`config.mk`:
```
export PLATFORM = sky130hd
export DESIGN_NAME = dma_chan_regs
export DESIGN_NICKNAME = d
export VERILOG_FILES = /design/src/rtl/dmar_pkg.sv /design/src/rtl/dmar_w1c_bit.sv /design/src/rtl/dmar_lvi_reg.sv /design/src/rtl/dmar_fault_fsm.sv /design/src/rtl/dma_chan_regs.sv
export SDC_FILE = /design/constraint.sdc
export NUM_CORES = 1
export LEC_CHECK = 0
export BUFFER_PORTS_ARGS = -buffer_cell sky130_fd_sc_hd__clkbuf_2
export CELL_PAD_IN_SITES_DETAIL_PLACEMENT = 1
export CELL_PAD_IN_SITES_GLOBAL_PLACEMENT = 1
export CORE_MARGIN = 5
export CORE_UTILIZATION = 18
export DETAILED_ROUTE_END_ITERATION = 6
export PLACE_DENSITY_LB_ADDON = 0.1
export SLEW_MARGIN = 10
export SYNTH_ARGS = -nofsm -noshare
export SYNTH_HDL_FRONTEND = slang
export SYNTH_SLANG_ARGS = --single-unit
```
`constraint.sdc`:
```
create_clock -name clk -period 0.92 [get_ports clk]
set_clock_uncertainty 0.2 [all_clocks]
set_input_delay 0.046 -clock clk [delete_from_list [all_inputs] [get_ports clk]]
set_output_delay 0.046 -clock clk [all_outputs]
set_load 0.05 [all_outputs]
```
`src/rtl/dmar_pkg.sv`:
```
package dmar_pkg;
    // status bit positions (software decodes these)
    localparam int SR_HALT = 0;
    localparam int SR_LAST = 1;
    localparam int SR_IUPD = 2;
    localparam int SR_BC   = 3;
    localparam int SR_FE   = 4;
    localparam int SR_USED = 5;
    localparam int SR_W    = 16;

    // byte lanes of the dword window
    localparam int LANE_IDX = 1;
    localparam int LANE_SR  = 2;

    typedef enum logic {
        FLT_CLEAR   = 1'b0,
        FLT_LATCHED = 1'b1
    } flt_state_t;
endpackage

```
`src/rtl/dmar_w1c_bit.sv`:
```
module dmar_w1c_bit #(
    parameter bit RST_VAL = 1'b0
) (
    input  logic clk,
    input  logic rst_n,
    input  logic set_i,
    input  logic clr_i,
    output logic q
);
    always_ff @(posedge clk or negedge rst_n) begin
        if (!rst_n)     q <= RST_VAL;
        else if (set_i) q <= 1'b1;   // event beats clear
        else if (clr_i) q <= 1'b0;
    end
endmodule

```
`src/rtl/dmar_lvi_reg.sv`:
```
module dmar_lvi_reg #(
    parameter int IDX_W = 5
) (
    input  logic             clk,
    input  logic             rst_n,
    input  logic             wr_en,
    input  logic [IDX_W-1:0] wr_idx,
    output logic [7:0]       rd_byte
);
    logic [IDX_W-1:0] idx_q;

    always_ff @(posedge clk or negedge rst_n) begin
        if (!rst_n)     idx_q <= '0;
        else if (wr_en) idx_q <= wr_idx;
    end

    assign rd_byte = {{(8-IDX_W){1'b0}}, idx_q};
endmodule

```
`src/rtl/dmar_fault_fsm.sv`:
```
module dmar_fault_fsm
    import dmar_pkg::*;
#(
    parameter bit DIR_IN = 1'b1
) (
    input  logic clk,
    input  logic rst_n,
    input  logic xrun_evt,
    input  logic more_bufs,
    input  logic ack_i,
    output logic flag_o,
    output logic inhibit_o,
    output logic repeat_o
);
    flt_state_t state_q, state_d;
    logic raise;

    assign raise = xrun_evt && more_bufs;

    always_comb begin
        state_d = state_q;
        unique case (state_q)
            FLT_CLEAR:   if (raise)          state_d = FLT_LATCHED;  // RAISE
            FLT_LATCHED: if (ack_i && !raise) state_d = FLT_CLEAR;   // ACK
            default:                          state_d = FLT_CLEAR;
        endcase
    end

    always_ff @(posedge clk or negedge rst_n) begin
        if (!rst_n) state_q <= FLT_CLEAR;
        else        state_q <= state_d;
    end

    always_comb begin
        flag_o    = (state_q == FLT_LATCHED);
        inhibit_o = DIR_IN && xrun_evt;
        repeat_o  = !DIR_IN && xrun_evt;
    end
endmodule

```
`src/rtl/dma_chan_regs.sv`:
```
module dma_chan_regs
    import dmar_pkg::*;
#(
    parameter int IDX_W  = 5,
    parameter bit DIR_IN = 1'b1
) (
    input  logic        clk,
    input  logic        rst_n,
    input  logic        acc_en,
    input  logic        acc_wr,
    input  logic [3:0]  acc_be,
    input  logic [31:0] acc_wdata,
    output logic [31:0] acc_rdata,
    input  logic        dma_halted,
    input  logic        last_buf_evt,
    input  logic        idx_upd_evt,
    input  logic        buf_done,
    input  logic        desc_ioc,
    input  logic        xrun_evt,
    input  logic        more_bufs,
    input  logic        ie_bc,
    input  logic        ie_fe,
    output logic        irq,
    output logic        fifo_wr_inhibit,
    output logic        repeat_last
);
    localparam int IDX_LSB = 8 * LANE_IDX;
    localparam int SR_LSB  = 8 * LANE_SR;
    localparam int N_EVT   = SR_FE - SR_LAST;   // bits 1..3

    logic              wr_any, rd_any, wr_idx_ln, wr_sr_ln;
    logic [7:0]        idx_byte;
    logic              hch_q;
    logic [SR_FE-1:1]  evt_set;
    logic [SR_FE-1:1]  flag_q;
    logic              fe_flag, bc_flag;
    logic [SR_W-1:0]   sr_word;
    logic [31:0]       dword, lane_mask;
    logic              unused_wdata;

    assign wr_any    = acc_en && acc_wr;
    assign rd_any    = acc_en && !acc_wr;
    assign wr_idx_ln = wr_any && acc_be[LANE_IDX];
    assign wr_sr_ln  = wr_any && acc_be[LANE_SR];

    dmar_lvi_reg #(.IDX_W(IDX_W)) u_idx (
        .clk     (clk),
        .rst_n   (rst_n),
        .wr_en   (wr_idx_ln),
        .wr_idx  (acc_wdata[IDX_LSB +: IDX_W]),
        .rd_byte (idx_byte)
    );

    always_ff @(posedge clk or negedge rst_n) begin
        if (!rst_n) hch_q <= 1'b1;
        else        hch_q <= dma_halted;
    end

    assign evt_set[SR_LAST] = last_buf_evt;
    assign evt_set[SR_IUPD] = idx_upd_evt;
    assign evt_set[SR_BC]   = buf_done && desc_ioc;

    for (genvar b = SR_LAST; b < SR_LAST + N_EVT; b++) begin : g_flag
        dmar_w1c_bit #(.RST_VAL(1'b0)) u_bit (
            .clk   (clk),
            .rst_n (rst_n),
            .set_i (evt_set[b]),
            .clr_i (wr_sr_ln && acc_wdata[SR_LSB + b]),
            .q     (flag_q[b])
        );
    end

    dmar_fault_fsm #(.DIR_IN(DIR_IN)) u_flt (
        .clk       (clk),
        .rst_n     (rst_n),
        .xrun_evt  (xrun_evt),
        .more_bufs (more_bufs),
        .ack_i     (wr_sr_ln && acc_wdata[SR_LSB + SR_FE]),
        .flag_o    (fe_flag),
        .inhibit_o (fifo_wr_inhibit),
        .repeat_o  (repeat_last)
    );

    assign bc_flag = flag_q[SR_BC];
    assign sr_word = {{(SR_W-SR_USED){1'b0}}, fe_flag, flag_q, hch_q};
    assign dword   = {sr_word, idx_byte, 8'h00};

    for (genvar l = 0; l < 4; l++) begin : g_lane
        assign lane_mask[8*l +: 8] = {8{acc_be[l]}};
    end

    assign acc_rdata = rd_any ? (dword & lane_mask) : 32'h0;
    assign irq       = (bc_flag && ie_bc) || (fe_flag && ie_fe);

    assign unused_wdata = ^{acc_wdata[IDX_LSB-1:0], acc_wdata[31:SR_LSB+SR_USED],
                            acc_wdata[SR_LSB], acc_wdata[SR_LSB-1:IDX_LSB+IDX_W]};
endmodule

```
==> summary by stage, run 1 <==
Global route
Global routing finished with a remaining overflow of 0. The first global-routing pass estimated 2711 um of wire. The number of global-route vias before repair came to 583. Across every metal layer, demand over resource in global routing totals 0.06914. Entering global routing, the biggest net connects 11 pins.

The number of antenna violations at the first check in global routing came to 0.

Worst setup path
The cell count along the critical path is 2. The critical path starts at hch_q$_DFF_PN1_. The startpoint of the worst register-to-register path is g_flag[3].u_bit.q$_DFFE_PN0P_. The highest cell delay on the worst timing path is 0.51 ns. In this run the register-to-register setup slack is -0.16 ns. STA classifies the critical path endpoint as an output pin. The worst setup path is of the reg -> out kind. STA puts the critical path data arrival time at 1.03 ns. Traced cell by cell, the critical path runs through and2_4, clkbuf_16.

Among cell families on the critical path, the largest total delay comes from flip-flops. The worst setup path is launched from a flop. Data on the critical path is required at its endpoint by 0.67 ns. For this design, the slowest cell found on the critical path is sky130_fd_sc_hd__dfstp_2. Measured in cells, the most critical reg-to-reg path has a length of 3. The timing endpoint of the critical path is acc_rdata[16].

Of all nets on the critical path, the largest fanout is 1. The worst register-to-register path ends at g_flag[3].u_bit.q$_DFFE_PN0P_. The number of buffers and inverters on the critical path is 1.

Layout
The number of nets in the layout is 164. The repair_antennas step left the layout with diodes totalling 0. After routing the design area is 1197 sq um. The area taken by multi-input logic gates is 354.1 sq um. Relative to the synthesized area, the layout overhead comes to 81.94%.

The fraction of layout cells with a size suffix above 1 is 0.6053. The number of fill cells is 419. Across the whole layout, storage elements account for 251.5 sq um.

Min path
The min-delay analysis places its worst path in the category in -> reg.

Place
The sum of net half-perimeters after detailed placement is 1461 um. The placer congestion estimate is 0.7566. The number of buffers added on ports is 35. The cell area reported after detailed placement is 991.0 sq um. The worst setup slack before clock tree synthesis is -0.2075 ns.

Synthesis
The most frequently used cell type in the post-synthesis netlist is sky130_fd_sc_hd__buf_4. By area the synthesized netlist is led by sky130_fd_sc_hd__dfrtp_1 34%, sky130_fd_sc_hd__buf_4 27%, sky130_fd_sc_hd__and2_1 9.5%. The proportion of register bits with asynchronous set or reset after synthesis is 1.000. The area share of the largest cell type after synthesis is 0.3422. Of the synthesized area, sequential elements account for 0.3821. The mean area per synthesized cell is 10.62 sq um. Of all cell types, the one taking the most synthesized area is sky130_fd_sc_hd__dfrtp_1. Among all flip-flop cells after synthesis, the most frequent one is sky130_fd_sc_hd__dfrtp_1.

The summed instance area of the synthesized netlist is 658.1 sq um. Counting every instance in the synthesized netlist gives 62. After synthesis, the most frequently instantiated cells are 24 x sky130_fd_sc_hd__buf_4, 10 x sky130_fd_sc_hd__and2_1, 9 x sky130_fd_sc_hd__dfrtp_1, 5 x sky130_fd_sc_hd__mux2_2, 4 x sky130_fd_sc_hd__nand4_1. Counting flops and latches in the post-synthesis netlist gives 10. During synthesis, Yosys emitted a total of 0 warnings. The number of enable flip-flop cells after synthesis is 0. The count of different cell masters after synthesis is 11.

Clock network
TritonCTS built the clock tree. The hold buffer count at CTS is 4. The clock insertion delay at the later pin of the skew report is 0.23 ns. CTS placed an instance of sky130_fd_sc_hd__clkbuf_8 at the clock tree root. The maximum number of buffers from clock root to sink is 2. The total number of H-tree levels is 1.

The number of sinks on the clock net is 10. The clock buffer count from CTS is 3. The clock transition time at the flip-flop clock pins of the worst setup and hold paths is 0.04 ns.

Floorplan
The core area is 3606 sq um. The die covers 4965 sq um. Pin placement for this block handled 84 I/O pins. The initial utilization of the core area, before any placement, comes to 0.1825. The row count is 22. The vertical die dimension is 70.47 um. The die span in x is 70.47 um.

STA
The setup violation total in the final timing report is 19. Derived from the worst setup path, the maximum achievable clock frequency is 783.7 MHz. After layout, the minimum clock period comes to 1.276 ns. Setup repair after global routing could not meet its margin everywhere. The post-route worst hold slack is -0.1646 ns.

After layout, the worst setup slack is -0.3561 ns. The share of the clock period used by the worst path is 1.387. After routing, the total negative slack on setup checks comes to -3.342 ns. The number of hold violations in the final report is 9. The max-slew violation count is 0.

Drt
For this block, the routed nets add up to 1762 um of wire. The number of remaining DRC errors is 0. The average vias per placed instance is 3.407. After detailed routing, the average wire length per cell comes to 10.88 um. Once detail routing completed, the nets flagged for antenna violations numbered 0.

The first detailed-routing pass took 2 iterations. The routed layout has 552 vias. After the first detailed-routing iteration, the DRC count stood at 4.

Pwr
Cell internal power was estimated by the tool at 1.083 mW. The switching power total is 0.5909 mW. The sequential fraction of design power is 0.317. The total chip power is 1.674 mW. The fraction of power spent switching nets is 0.3530. The worst-case IR drop observed on VDD is 0.0008325 V.

In this run the power density over the cells is 1398 nW/um^2. The leakage power total is 0.6055 nW. The share of total power dissipated in combinational logic is 0.406. The clock share of power is 0.277.

Run status
The run finished, with violations left. The final reports fail on negative hold slack, negative setup slack.

Run
The number of violations of the max-capacitance limit is 0.
==> placed cells by master, fill, tap and decap left out, drive strengths merged <==
cell type	n
dfstp	1
a22o	3
mux2	5
conb	23
and2	10
buf	20
nand3	1
dlygate4sd3	4
nand4	4
a21o	2
clkbuf	30
and3b	2
dfrtp	9
==> cell families (layout without fill, tap and decap cells) <==
logic type             Yosys count  after routing  synth area share
buffers and inverters           24             54            0.2738
and+or+nand+nor                 17             17            0.1901
DFF                             10             10            0.3821
other                            1             23          0.005698
muxes                            5              5           0.08555
AOI/OAI and AO/OA                5              5           0.06274
==> metal layers <==
layer | routed length [um] | vias up | track usage
met2 | 967 | 25 | 0.1247
li1 | - | 267 | -
met4 | 21 | 0 | 0.01915
met3 | 128 | 2 | 0.02446
met5 | 0 | - | 0
met1 | 644 | 258 | 0.07546
==> area by class of cell <==
| type | instances | area share |
|---|---|---|
| well taps | 48 | 0.05016 |
| multi-input cells | 50 | 0.2957 |
| repair buffers | 50 | 0.4065 |
| clock buffers | 4 | 0.03762 |
| flip-flops and latches | 10 | 0.2100 |
==> power groups by stage <==
stage | registers (mW) | clock network, mW | logic (mW)
2_1_floorplan | 0.521 | 0 | 0.459
3_3_place_gp | 0.527 | 0 | 0.566
3_5_place_dp | 0.528 | 0 | 0.570
4_1_cts | 0.525 | 0.488 | 0.616
5_1_grt | 0.537 | 0.510 | 0.716
6_report | 0.531 | 0.464 | 0.680
==> worst min-delay path by stage <==
stage,startpoint,to,slack [ns],cells past startpoint
after CTS,more_bufs,u_flt.flag_o$_DFF_PN0_,-0.17,2
after floorplan,rst_n,g_flag[1].u_bit.q$_DFFE_PN0P_,-0.45,0
after global routing,more_bufs,u_flt.flag_o$_DFF_PN0_,-0.16,2
after detailed placement,rst_n,g_flag[3].u_bit.q$_DFFE_PN0P_,-0.26,1
final,more_bufs,u_flt.flag_o$_DFF_PN0_,-0.16,2
after global placement,rst_n,g_flag[3].u_bit.q$_DFFE_PN0P_,-0.27,1
==> flip-flops by register name, indices dropped and copies added (netlist names) <==
register	count
g_flag.u_bit.q	3
hch_q	1
u_flt.flag_o	1
u_idx.idx_q	5
==> through the flow <==
stage,util,instances
2_1_floorplan,-,84
3_3_place_gp,0.2748,151
3_5_place_dp,0.2748,151
4_1_cts,0.3151,159
5_1_grt,0.3321,162
6_report,0.3321,162
==> repair_timing <==
item / in CTS / in global routing
buffers inserted: 1 / 3
endpoints found under the hold margin: 20 / 9
gates resized for setup: 17 / 11
setup endpoints to repair: 18 / 19
pin swaps: 2 / 1
(Power assumes the default switching activity.)
==> inputs of run 2 (changes only) <==
Settings changed: CORE_UTILIZATION 18 to 21, CTS_BUF_LIST set to sky130_fd_sc_hd__clkbuf_2, CTS_CLUSTER_DIAMETER set to 40, SYNTH_HIERARCHICAL set to 1.
==> run 2 against run 1 <==
Clock-buffer cell count unchanged. Synthesized cell count increased by 18%. Sequential share of layout area decreased by 1.5 points. Routed wire length increased by 22%. Highest routed layer is now met3. Register-to-register slack about the same. Worst setup slack got worse by 0.13 ns. The flow still finishes with violations (negative hold slack, negative setup slack). Worst hold slack got worse by 0.026 ns. Critical endpoint unchanged. Cell count increased by 4.9%. Area after synthesis increased by 16%. Die area decreased by 0.37%.
==> summary by stage, run 2 <==
Clock network
TritonCTS built the clock tree. The number of sinks on the clock net is 10. Clock-pin slew was measured on the worst setup and hold paths at 0.12 ns. The maximum number of buffers from clock root to sink is 2. The clock buffer count from CTS is 3.

The clock insertion delay at the later pin of the skew report is 0.25 ns. The tree is rooted in a sky130_fd_sc_hd__clkbuf_2. The total number of H-tree levels is 1. After clock tree synthesis, the flow added hold-fix buffers numbering 6.

Global route
The total overflow left after global routing is 0. The global-route track usage on met3 is 0.01871. The number of global-route vias before repair is 734. The number of antenna violations at the first check in global routing is 0. The first-pass GRT wire length is 3581 um.

The global-route met2 utilization is 0.1611. Entering global routing, the biggest net connects 15 pins. Across every metal layer, demand over resource in global routing totals 0.08980. The layer carrying the most global-route usage is met2. In the global route stage, met1 resource usage came out at 0.1011.

Layout
The flip-flop count of the largest register after layout is 5. Counting the fill cells in the layout gives 428. 0 antenna diodes ended up in the layout. In the final design database the tool counted 172 nets. Measured on the finished design, the core utilization comes to 0.3577. Leaving out fill and tap cells, the most frequent cell in the layout is sky130_fd_sc_hd__clkbuf_2. Across the whole layout, storage elements account for 251.5 sq um. The area growth from synthesis to layout is 68.74%. The area taken by multi-input logic gates is 434.2 sq um. The largest registers in the layout are u_idx/idx_q: 5 flops, g_flag.u_bit/q: 3 flops. In the layout the commonest cells are 28 x sky130_fd_sc_hd__clkbuf_2, 23 x sky130_fd_sc_hd__conb_1, 10 x sky130_fd_sc_hd__and4b_4. The largest register by flop count is u_idx/idx_q. The fraction of layout cells with a size suffix above 1 is 0.5656.

Drt
In the final routed layout, each cell accounts on average for 12.62 um. In the routed design, unresolved DRC markers number 0. The residual antenna-violating net count after detailed routing is 0. The first-pass iteration count of the detailed router is 4. The detailed-route wire length is 2145 um. Using the TritonRoute via totals, the vias-per-cell ratio works out to 3.765. The via count is 640. The first routing iteration left 19 violations.

Worst setup path
The kind of end point of the critical path is an output pin. In this run the worst setup path begins at hch_q$_DFF_PN1_. On the critical path the largest part of the delay comes from flip-flops.

The arrival time of data at the critical path endpoint is 1.16 ns. STA classifies the critical path startpoint as a flop. The highest cell delay on the worst timing path is 0.54 ns. The number of buffers and inverters on the critical path is 1. The critical path goes through and4b_4, buf_12. Along the worst path, the maximum fanout reaches 1. The cell with the largest stage delay on the worst path is sky130_fd_sc_hd__dfstp_2. For flop-to-flop paths, the worst setup slack is -0.17 ns.

The worst setup path is of the reg -> out kind. The startpoint of the worst register-to-register path is u_idx/idx_q[0]$_DFFE_PN0P_. The data required time at the worst endpoint is 0.67 ns.

Pwr
Of the total power, registers draw 0.345. The fraction of power spent switching nets is 0.3950. The internal power is 0.9454 mW.

The switching power total is 0.6173 mW. Power comes to 1.563 mW. The leakage power total is 0.6198 nW. The clock share of power is 0.181. VDD sags by at most 0.0002711 V.

The share of total power dissipated in combinational logic is 0.474. The power per unit of standard cell area is 1211 nW/um^2.

Floorplan
The row count is 22. The number of top-level pins is 84. The die covers 4947 sq um. The die is 70.34 um tall. For this configuration, the core starts out at a cell density of 0.2120. The die is 70.34 um wide. The core area is 3606 sq um.

STA
In this run the tightest slew margin relative to its limit is 0.6620. Static timing analysis puts the maximum clock frequency at 711.5 MHz. The setup violation total in the final timing report is 17. The number of hold violations in the final report came to 16. The post-layout minimum cycle time is 1.405 ns. The post-route worst hold slack is -0.1909 ns. The actual slew at the worst max-slew pin is 0.5066 ns. The share of the clock period used by the worst path is 1.528. The max-slew violation count is 0. The final worst-path setup slack is -0.4854 ns. Setup repair after global routing could not meet its margin everywhere.

Synthesis
For this run, asynchronously set or reset flops after synthesis account for 1.000. By count the netlist is led by 24 x sky130_fd_sc_hd__buf_4, 9 x sky130_fd_sc_hd__and4b_1, 9 x sky130_fd_sc_hd__dfrtp_1, 5 x sky130_fd_sc_hd__mux2_2. The mean area per synthesized cell is 10.47 sq um. The share of the Yosys chip area taken by registers is 0.3290. The most frequently used cell type in the post-synthesis netlist is sky130_fd_sc_hd__buf_4.

The post-synthesis sequential element count is 10. The number of warnings issued by yosys is 6. Counting every instance in the synthesized netlist gives 73. By area the synthesized netlist is led by sky130_fd_sc_hd__dfrtp_1 29%, sky130_fd_sc_hd__buf_4 24%, sky130_fd_sc_hd__and4b_1 12%. The cell area that synthesis handed to floorplanning was 764.5 sq um. sky130_fd_sc_hd__dfrtp_1 takes more of the synthesized area than any other cell.

The share of synthesized area in the top cell type comes to 0.2946. The count of different cell masters after synthesis is 16. For this run, the leading register cell type out of synthesis is sky130_fd_sc_hd__dfrtp_1.

The number of enable flip-flop cells after synthesis is 0.

Run
The number of violations of the max-capacitance limit is 0.

Place
Buffers placed on the I/O ports in this run total 35. The placer congestion estimate is 0.7371. The sum of net half-perimeters after detailed placement is 1697 um.

Run status
The checks that failed: negative hold slack, negative setup slack. The flow ran to the end, but the final reports show violations.

Min path
The launch point of the worst hold path is acc_wdata[8]. The worst hold path belongs to the class in -> reg.
-- run 2: cell types whose count changed in the layout (fill, tap and decap cells not counted), moves of 4 or more --
cell	before	now
sky130_fd_sc_hd__and4b_4	0	10
sky130_fd_sc_hd__and4_1	0	4
sky130_fd_sc_hd__nand4_1	4	0
sky130_fd_sc_hd__and2_4	10	0
sky130_fd_sc_hd__clkbuf_2	24	28
-- run 2: logic make-up after synthesis --
| group | count (synthesis) | synth area share |
|---|---|---|
| buffers and inverters | 30 | 0.2848 |
| other | 3 | 0.01473 |
| AO/OA/AOI/OAI | 5 | 0.05238 |
| flip-flops | 10 | 0.3290 |
| AND/OR/NAND/NOR | 20 | 0.2455 |
| multiplexers | 5 | 0.07364 |
-- run 2: path summary, 6_finish.rpt --
| check | cells past startpoint | end |
|---|---|---|
| setup / recovery | 2 | acc_rdata[16] |
| hold reg to reg | 1 | g_flag[1].u_bit/q$_DFFE_PN0P_ |
| hold / removal | 2 | u_idx/idx_q[0]$_DFFE_PN0P_ |
| min in group asynchronous | 2 | u_idx/idx_q[2]$_DFFE_PN0P_ |
| max in group asynchronous | 2 | hch_q$_DFF_PN1_ |
| setup reg to reg | 2 | u_idx/idx_q[0]$_DFFE_PN0P_ |
-- run 2: per-stage QoR --
stage | cell area [sq um] | cells | TNS, ns | worst slack (ns) | hold WS, ns
2_1_floorplan | 910.9 | 93 | -0.5158 | -0.1634 | -0.4496
3_3_place_gp | 1056 | 154 | -3.417 | -0.2392 | -0.2592
3_5_place_dp | 1056 | 154 | -3.653 | -0.2711 | -0.2562
4_1_cts | 1266 | 169 | -5.238 | -0.5189 | -0.2009
5_1_grt | 1290 | 170 | -6.026 | -0.5511 | -0.2147
6_report | 1290 | 170 | -5.070 | -0.4854 | -0.1909
-- run 2: cell type report --
class / count / area share
repair buffers: 51 / 0.3948
clock buffers: 4 / 0.01552
inverters: 4 / 0.01164
well taps: 48 / 0.04656
flip-flops and latches: 10 / 0.1950
multi-input cells: 53 / 0.3366
-- run 2: power by group through the flow --
| stage | combinational, mW | clock (mW) | sequential [mW] |
|---|---|---|---|
| 2_1_floorplan | 0.517 | 0 | 0.528 |
| 3_5_place_dp | 0.588 | 0 | 0.544 |
| 5_1_grt | 0.786 | 0.332 | 0.547 |
| 4_1_cts | 0.716 | 0.301 | 0.531 |
| 6_report | 0.741 | 0.283 | 0.539 |
| 3_3_place_gp | 0.583 | 0 | 0.542 |
-- run 2: repair_timing --
item | 4_1_cts | 5_1_grt
pin swaps | 6 | 2
endpoints found under the setup margin | 16 | 18
setup buffers | 5 | 3
hold endpoints to repair | 20 | 16
gates resized for setup | 15 | 6
-- run 2: routing by layer --
layer	wire [um]	part of all wire	vias to the layer above
met2	1141	0.53	25
met5	0	0	-
met4	0	0	0
met3	136	0.063	0
met1	867	0.40	308
li1	-	-	307
